### config.mk
export PLATFORM = sky130hd
export DESIGN_NAME = gpio_mask_port
export DESIGN_NICKNAME = d
export VERILOG_FILES = /design/src/rtl/gpio_port_pkg.sv /design/src/rtl/gpio_port_sync.sv /design/src/rtl/gpio_port_ctrl.sv /design/src/rtl/gpio_port_dp.sv /design/src/rtl/gpio_mask_port.sv
export SDC_FILE = /design/constraint.sdc
export NUM_CORES = 1
export LEC_CHECK = 0
export BUFFER_PORTS_ARGS = -buffer_cell sky130_fd_sc_hd__buf_2
export CAP_MARGIN = 20
export CORE_MARGIN = 5
export CORE_UTILIZATION = 48
export DETAILED_ROUTE_END_ITERATION = 10
export PLACE_DENSITY_LB_ADDON = 0.2
export SKIP_CTS_REPAIR_TIMING = 1
export SYNTH_ARGS = -nofsm -noshare
export SYNTH_HDL_FRONTEND = slang
export SYNTH_SLANG_ARGS = --single-unit
### constraint.sdc
create_clock -name clk -period 1.45 [get_ports clk]
set_input_delay 0.0725 -clock clk [delete_from_list [all_inputs] [get_ports clk]]
set_output_delay 0.0725 -clock clk [all_outputs]
set_load 0.02 [all_outputs]
### src/rtl/gpio_port_pkg.sv
package gpio_port_pkg;

  typedef enum logic [1:0] {
    RD_NONE = 2'd0,
    RD_DATA = 2'd1,
    RD_DIR  = 2'd2,
    RD_ID   = 2'd3
  } rdSrc_e;

  // Strobes from the decoder to the datapath, valid for one cycle
  typedef struct packed {
    logic       dirWe;
    logic       dataWe;
    logic       rdEn;
    rdSrc_e     rdSrc;
    logic [1:0] idIdx;
  } ctrlStrb_t;

endpackage

### src/rtl/gpio_port_sync.sv
module gpio_port_sync #(
  parameter int NUM_LINES = 8
) (
  input  logic                 clk,
  input  logic                 rstN,
  input  logic [NUM_LINES-1:0] asyncIn,
  output logic [NUM_LINES-1:0] syncOut
);

  for (genvar n = 0; n < NUM_LINES; n++) begin : g_line
    logic stage1;
    logic stage2;
    always_ff @(posedge clk or negedge rstN) begin
      if (!rstN) begin
        stage1 <= 1'b0;
        stage2 <= 1'b0;
      end else begin
        stage1 <= asyncIn[n];
        stage2 <= stage1;
      end
    end
    assign syncOut[n] = stage2;
  end

endmodule

### src/rtl/gpio_port_ctrl.sv
module gpio_port_ctrl
  import gpio_port_pkg::*;
#(
  parameter int ADDR_W     = 12,
  parameter int NUM_LINES  = 8,
  parameter int DIR_OFFSET = 'h400,
  parameter int ID_BASE    = 'hFE0
) (
  input  logic                 clk,
  input  logic                 rstN,
  input  logic                 busSel,
  input  logic                 busWrite,
  input  logic [ADDR_W-1:0]    busAddr,
  output ctrlStrb_t            strb,
  output logic [NUM_LINES-1:0] laneMask
);

  localparam logic [ADDR_W-1:0] DIR_A  = ADDR_W'(DIR_OFFSET);
  localparam logic [ADDR_W-1:0] ID_A   = ADDR_W'(ID_BASE);
  localparam int                LANE_LSB = 2;

  logic aligned;
  logic inData;
  logic inDir;
  logic inId;

  always_comb begin
    aligned = (busAddr[1:0] == 2'b00);
    inData  = aligned && (busAddr < DIR_A);
    inDir   = aligned && (busAddr[ADDR_W-1:2] == DIR_A[ADDR_W-1:2]);
    inId    = aligned && (busAddr[ADDR_W-1:4] == ID_A[ADDR_W-1:4]);
    laneMask = busAddr[LANE_LSB +: NUM_LINES];

    strb        = '0;
    strb.dirWe  = busSel && busWrite && inDir;
    strb.dataWe = busSel && busWrite && inData;
    strb.rdEn   = busSel && !busWrite;
    strb.idIdx  = busAddr[3:2];
    if (inData)     strb.rdSrc = RD_DATA;
    else if (inDir) strb.rdSrc = RD_DIR;
    else if (inId)  strb.rdSrc = RD_ID;
    else            strb.rdSrc = RD_NONE;
  end

  // identification offsets never raise a write strobe
  p_id_readonly_r7: assert property (@(posedge clk) disable iff (!rstN)
    (busSel && busWrite && inId) |-> !(strb.dirWe || strb.dataWe));

endmodule

### src/rtl/gpio_port_dp.sv
module gpio_port_dp
  import gpio_port_pkg::*;
#(
  parameter int          NUM_LINES = 8,
  parameter logic [31:0] ID_VALUE  = 32'h0004_1061
) (
  input  logic                 clk,
  input  logic                 rstN,
  input  ctrlStrb_t            strb,
  input  logic [NUM_LINES-1:0] laneMask,
  input  logic [NUM_LINES-1:0] busWdata,
  input  logic [NUM_LINES-1:0] padIn,
  output logic [NUM_LINES-1:0] busRdata,
  output logic [NUM_LINES-1:0] padOut,
  output logic [NUM_LINES-1:0] padOe,
  output logic [NUM_LINES-1:0] lineSync
);

  logic [NUM_LINES-1:0] dirReg;
  logic [NUM_LINES-1:0] outLatch;
  logic [NUM_LINES-1:0] wrMask;
  logic [NUM_LINES-1:0] lineVal;
  logic [NUM_LINES-1:0] rdNext;
  logic [7:0]           idByte;

  gpio_port_sync #(.NUM_LINES(NUM_LINES)) u_sync (
    .clk     (clk),
    .rstN    (rstN),
    .asyncIn (padIn),
    .syncOut (lineSync)
  );

  always_ff @(posedge clk or negedge rstN) begin
    if (!rstN)           dirReg <= '0;
    else if (strb.dirWe) dirReg <= busWdata;
  end

  // Only lanes that are addressed and already outputs take the write
  assign wrMask = laneMask & dirReg;

  always_ff @(posedge clk or negedge rstN) begin
    if (!rstN)            outLatch <= '0;
    else if (strb.dataWe) outLatch <= (outLatch & ~wrMask) | (busWdata & wrMask);
  end

  assign padOut  = outLatch;
  assign padOe   = dirReg;
  assign lineVal = (outLatch & dirReg) | (lineSync & ~dirReg);
  assign idByte  = ID_VALUE[{strb.idIdx, 3'b000} +: 8];

  always_comb begin
    case (strb.rdSrc)
      RD_DATA: rdNext = lineVal & laneMask;
      RD_DIR:  rdNext = dirReg;
      RD_ID:   rdNext = NUM_LINES'(idByte);
      default: rdNext = '0;
    endcase
  end

  always_ff @(posedge clk or negedge rstN) begin
    if (!rstN)          busRdata <= '0;
    else if (strb.rdEn) busRdata <= rdNext;
  end

  // Cycles since reset, saturating at 2, used to qualify the synchronizer check
  logic [1:0] syncAge;
  always_ff @(posedge clk or negedge rstN) begin
    if (!rstN)              syncAge <= '0;
    else if (syncAge != 2'd2) syncAge <= syncAge + 2'd1;
  end

  // two-edge synchronizer delay
  p_sync_delay_r6: assert property (@(posedge clk) disable iff (!rstN)
    (syncAge == 2'd2) |-> (lineSync == $past(padIn, 2)));

  // direction register takes the written byte
  p_dir_write_r2: assert property (@(posedge clk) disable iff (!rstN)
    strb.dirWe |=> (padOe == $past(busWdata)));

  // latch bits change only on addressed output lanes of a data write
  p_latch_guard_r4: assert property (@(posedge clk) disable iff (!rstN)
    1'b1 |=> (((padOut ^ $past(padOut)) &
               ~($past(wrMask) & {NUM_LINES{$past(strb.dataWe)}})) == '0));

  // unmapped reads return zero
  p_unmapped_zero_r8: assert property (@(posedge clk) disable iff (!rstN)
    (strb.rdEn && strb.rdSrc == RD_NONE) |=> (busRdata == '0));

  // read data holds without a read request
  p_rdata_hold_r9: assert property (@(posedge clk) disable iff (!rstN)
    !strb.rdEn |=> $stable(busRdata));

endmodule

### src/rtl/gpio_mask_port.sv
module gpio_mask_port
  import gpio_port_pkg::*;
#(
  parameter int          ADDR_W     = 12,
  parameter int          NUM_LINES  = 8,
  parameter int          DIR_OFFSET = 'h400,
  parameter int          ID_BASE    = 'hFE0,
  parameter logic [31:0] ID_VALUE   = 32'h0004_1061
) (
  input  logic                 clk,
  input  logic                 rstN,
  input  logic                 busSel,
  input  logic                 busWrite,
  input  logic [ADDR_W-1:0]    busAddr,
  input  logic [NUM_LINES-1:0] busWdata,
  output logic [NUM_LINES-1:0] busRdata,
  input  logic [NUM_LINES-1:0] padIn,
  output logic [NUM_LINES-1:0] padOut,
  output logic [NUM_LINES-1:0] padOe,
  output logic [NUM_LINES-1:0] lineSync
);

  ctrlStrb_t            strb;
  logic [NUM_LINES-1:0] laneMask;

  gpio_port_ctrl #(
    .ADDR_W     (ADDR_W),
    .NUM_LINES  (NUM_LINES),
    .DIR_OFFSET (DIR_OFFSET),
    .ID_BASE    (ID_BASE)
  ) u_ctrl (
    .clk      (clk),
    .rstN     (rstN),
    .busSel   (busSel),
    .busWrite (busWrite),
    .busAddr  (busAddr),
    .strb     (strb),
    .laneMask (laneMask)
  );

  gpio_port_dp #(
    .NUM_LINES (NUM_LINES),
    .ID_VALUE  (ID_VALUE)
  ) u_dp (
    .clk      (clk),
    .rstN     (rstN),
    .strb     (strb),
    .laneMask (laneMask),
    .busWdata (busWdata),
    .padIn    (padIn),
    .busRdata (busRdata),
    .padOut   (padOut),
    .padOe    (padOe),
    .lineSync (lineSync)
  );

endmodule

==> impl_metrics.toml <==
[outcome]
status = "completed"

[timing]
slew_headroom = 0.578
fmax_mhz = 742
fin_hold_ws_ps = 88.7
setup_viol = 0
rsz0062_at_grt = "false"
drv_slew = 0
worst_pin_slew_ps = 633
fin_crit_ps = 1350
min_period_over_period = 0.929
fin_skew_ps = 9.03
hold_viol = 0

[clock_tree]
cts_max_path_buffers = 2
cts_buffers = 5
clock_latency_ps = 340
cts_num_sinks = 40
cts_tree = "yes"
clk_pin_slew_worst_paths_ps = 110
htree_levels = 2
cts_root_buf = "clkbuf_4"

[critical_path]
max_stage_delay_ps = 520
worst-path-stages = 6
critical_path_buf_inv_count = 2
reg2reg_slack_ps = 120
r2r_cells = 4
crit_family = "simple AND/OR/NAND/NOR gates"
criticalPathCategory = "input pin to register"
crit_arrival_ps = 1590
cp.required_ps = 1690
worst_setup_path_end_kind = "register"
cp_cell_sequence = "buf_2 -> or4_4 -> nor4_4 -> and3_1 -> buf_4 -> mux2_4"
critPathMaxFanout = 4
slowest_stage = "or4_4"
worst_setup_path_start_kind = "input pin"

[routing]
drt-initial-drc-count = 72
ant_nets = 0
vias_per_cell = 5.01
drc = 0
routedWlPerCell_um = 15.0
drt_wl_total_um = 4150
via_count = 1389
firstDrtPassIters = 4

[worst_hold_path]
hold_class = "input pin to register"
hold_depth = 3

[global_routing]
grt_pass1_vias = 1381
gr-total-overflow = 0
grt_max_degree = 31
grt_usage = 0.174
grt_pass1_wl_um = 6660
grt_antenna_before_repair = 0

[final_layout]
final_common_cell = "buf_2"
diodes = 0
num-nets-final = 262
fin_util = 0.729
layout_common_cells = "buf_2 (63), dfrtp_1 (40), buf_4 (24), dlygate4sd3_1 (17), mux2_2 (16)"
fillers = 252
design_area_um2 = 2490
drive_gt1_frac = 0.550
final_cells = 277
syn_to_final_growth_pct = 44.0

[yosys]
synthCells = 130
yosysWarnings = 0
yosys-top-cells-area = "dfrtp_1 (58%), mux2_2 (10%), mux2_4 (6.9%), buf_4 (3.5%), and3_1 (2.5%)"
synth_area_um2 = 1730
syn-num-nets = 162
ys_ff_latch = 40
ys_seq_area_frac = 0.578
yosysTopAreaCell = "dfrtp_1"
synth_cell_types = 27
syn_avg_cell_area_um2 = 13.3
netlist.area_leader.share = 0.578

[die]
die_area_um2 = 4910
fp.dieW_um = 70.0
die_y_um = 70.0
ioPinCount = 64
initial_core_util = 0.507
std_cell_rows = 21
coreArea_um2 = 3420

[placement]
io_buffer_count = 63
place_congestion = 0.867
dp_cells = 252
placed_cell_area_um2 = 2210
dp_hpwl_um = 3240

[power]
cellLeakagePower_uw = 0.00130
power_frac_clock = 0.371
peakVddDrop_mv = 0.579
pwr-share-comb = 0.098
seqPwrFrac = 0.531
internal_power_uw = 1700
p_per_area_nw_per_um2 = 868
finalPower_uw = 2160
netSwitchingPower_uw = 459
switching_share = 0.212

[run]
max-cap-violations = 0
worst min-delay path, stage by stage:
cell	delay (ps)
buf_2	110
nand3_1	70
mux2_2	140
logic make-up (layout without fill, tap and decap cells):
family	Yosys count	after routing	share of synthesized area
flops	40	40	0.578
simple gates	37	37	0.134
mux	24	24	0.174
compound gates	17	17	0.0658
buf+inv	12	113	0.0484
metal layers:
layer | routed length (µm) | vias to the layer above | part of all wire | GRT usage
met1 | 1710 | 663 | 0.41 | 0.222
met3 | 358 | 5 | 0.086 | 0.0646
met5 | 0 | - | 0 | 0
li1 | - | 668 | - | -
met4 | 61 | 0 | 0.015 | 0.0574
met2 | 2020 | 53 | 0.49 | 0.276
cell usage after synthesis:
cell type  count
a211oi_1       3
a221oi_1       2
a32oi_1        3
and3_1         7
buf_2          1
buf_4          8
buf_6          1
clkbuf_1       1
dfrtp_1       40
inv_1          1
mux2_2        16
mux2_4         8
nand2_1        8
nand2b_1       2
nand3_1        8
nand4_1        1
nor2b_1        2
nor3_1         1
nor4_1         1
nor4_2         1
nor4_4         1
o21ai_0        8
o31ai_1        1
or2_2          1
or3_1          2
or4_4          1
or4bb_1        1
through the flow:
stage,setup WS (ps),setup TNS [ps]
floorplan,-261,-2090
global placement,-205,-2230
detailed placement,-263,-2750
CTS,19.8,0
global route,31.7,0
finish,103,0
power by group through the flow:
stage	clock network [µW]	registers, µW	logic [µW]
2_1_floorplan	0	1170	67.8
3_3_place_gp	0	1170	174
3_5_place_dp	0	1170	177
4_1_cts	818	1150	178
5_1_grt	873	1150	234
6_report	803	1150	212
path summary, 6_finish.rpt:
check	start	endpoint
min reg2reg	u_dp.u_sync.g_line[0].stage1$_DFF_PN0_	u_dp.u_sync.g_line[0].stage2$_DFF_PN0_
min in group asynchronous	rstN	u_dp.u_sync.g_line[5].stage1$_DFF_PN0_
max reg2reg	u_dp.padOe[2]$_DFFE_PN0P_	u_dp.busRdata[2]$_DFFE_PN0P_
max in group asynchronous	rstN	u_dp.u_sync.g_line[1].stage2$_DFF_PN0_
min	busAddr[4]	register
max	busAddr[7]	u_dp.padOe[1]$_DFFE_PN0P_
cell type report:
class	count	area [µm²]	share of cell area
Timing Repair Buffer	104	666	0.267
Sequential cell	40	1000	0.402
Clock buffer	7	65.1	0.0261
Inverter	1	3.75	0.00151
Tap cell	46	57.6	0.0231
Multi-Input combinational cell	78	668	0.268
Clock inverter	1	30.0	0.0121
(Power assumes the default switching activity.)
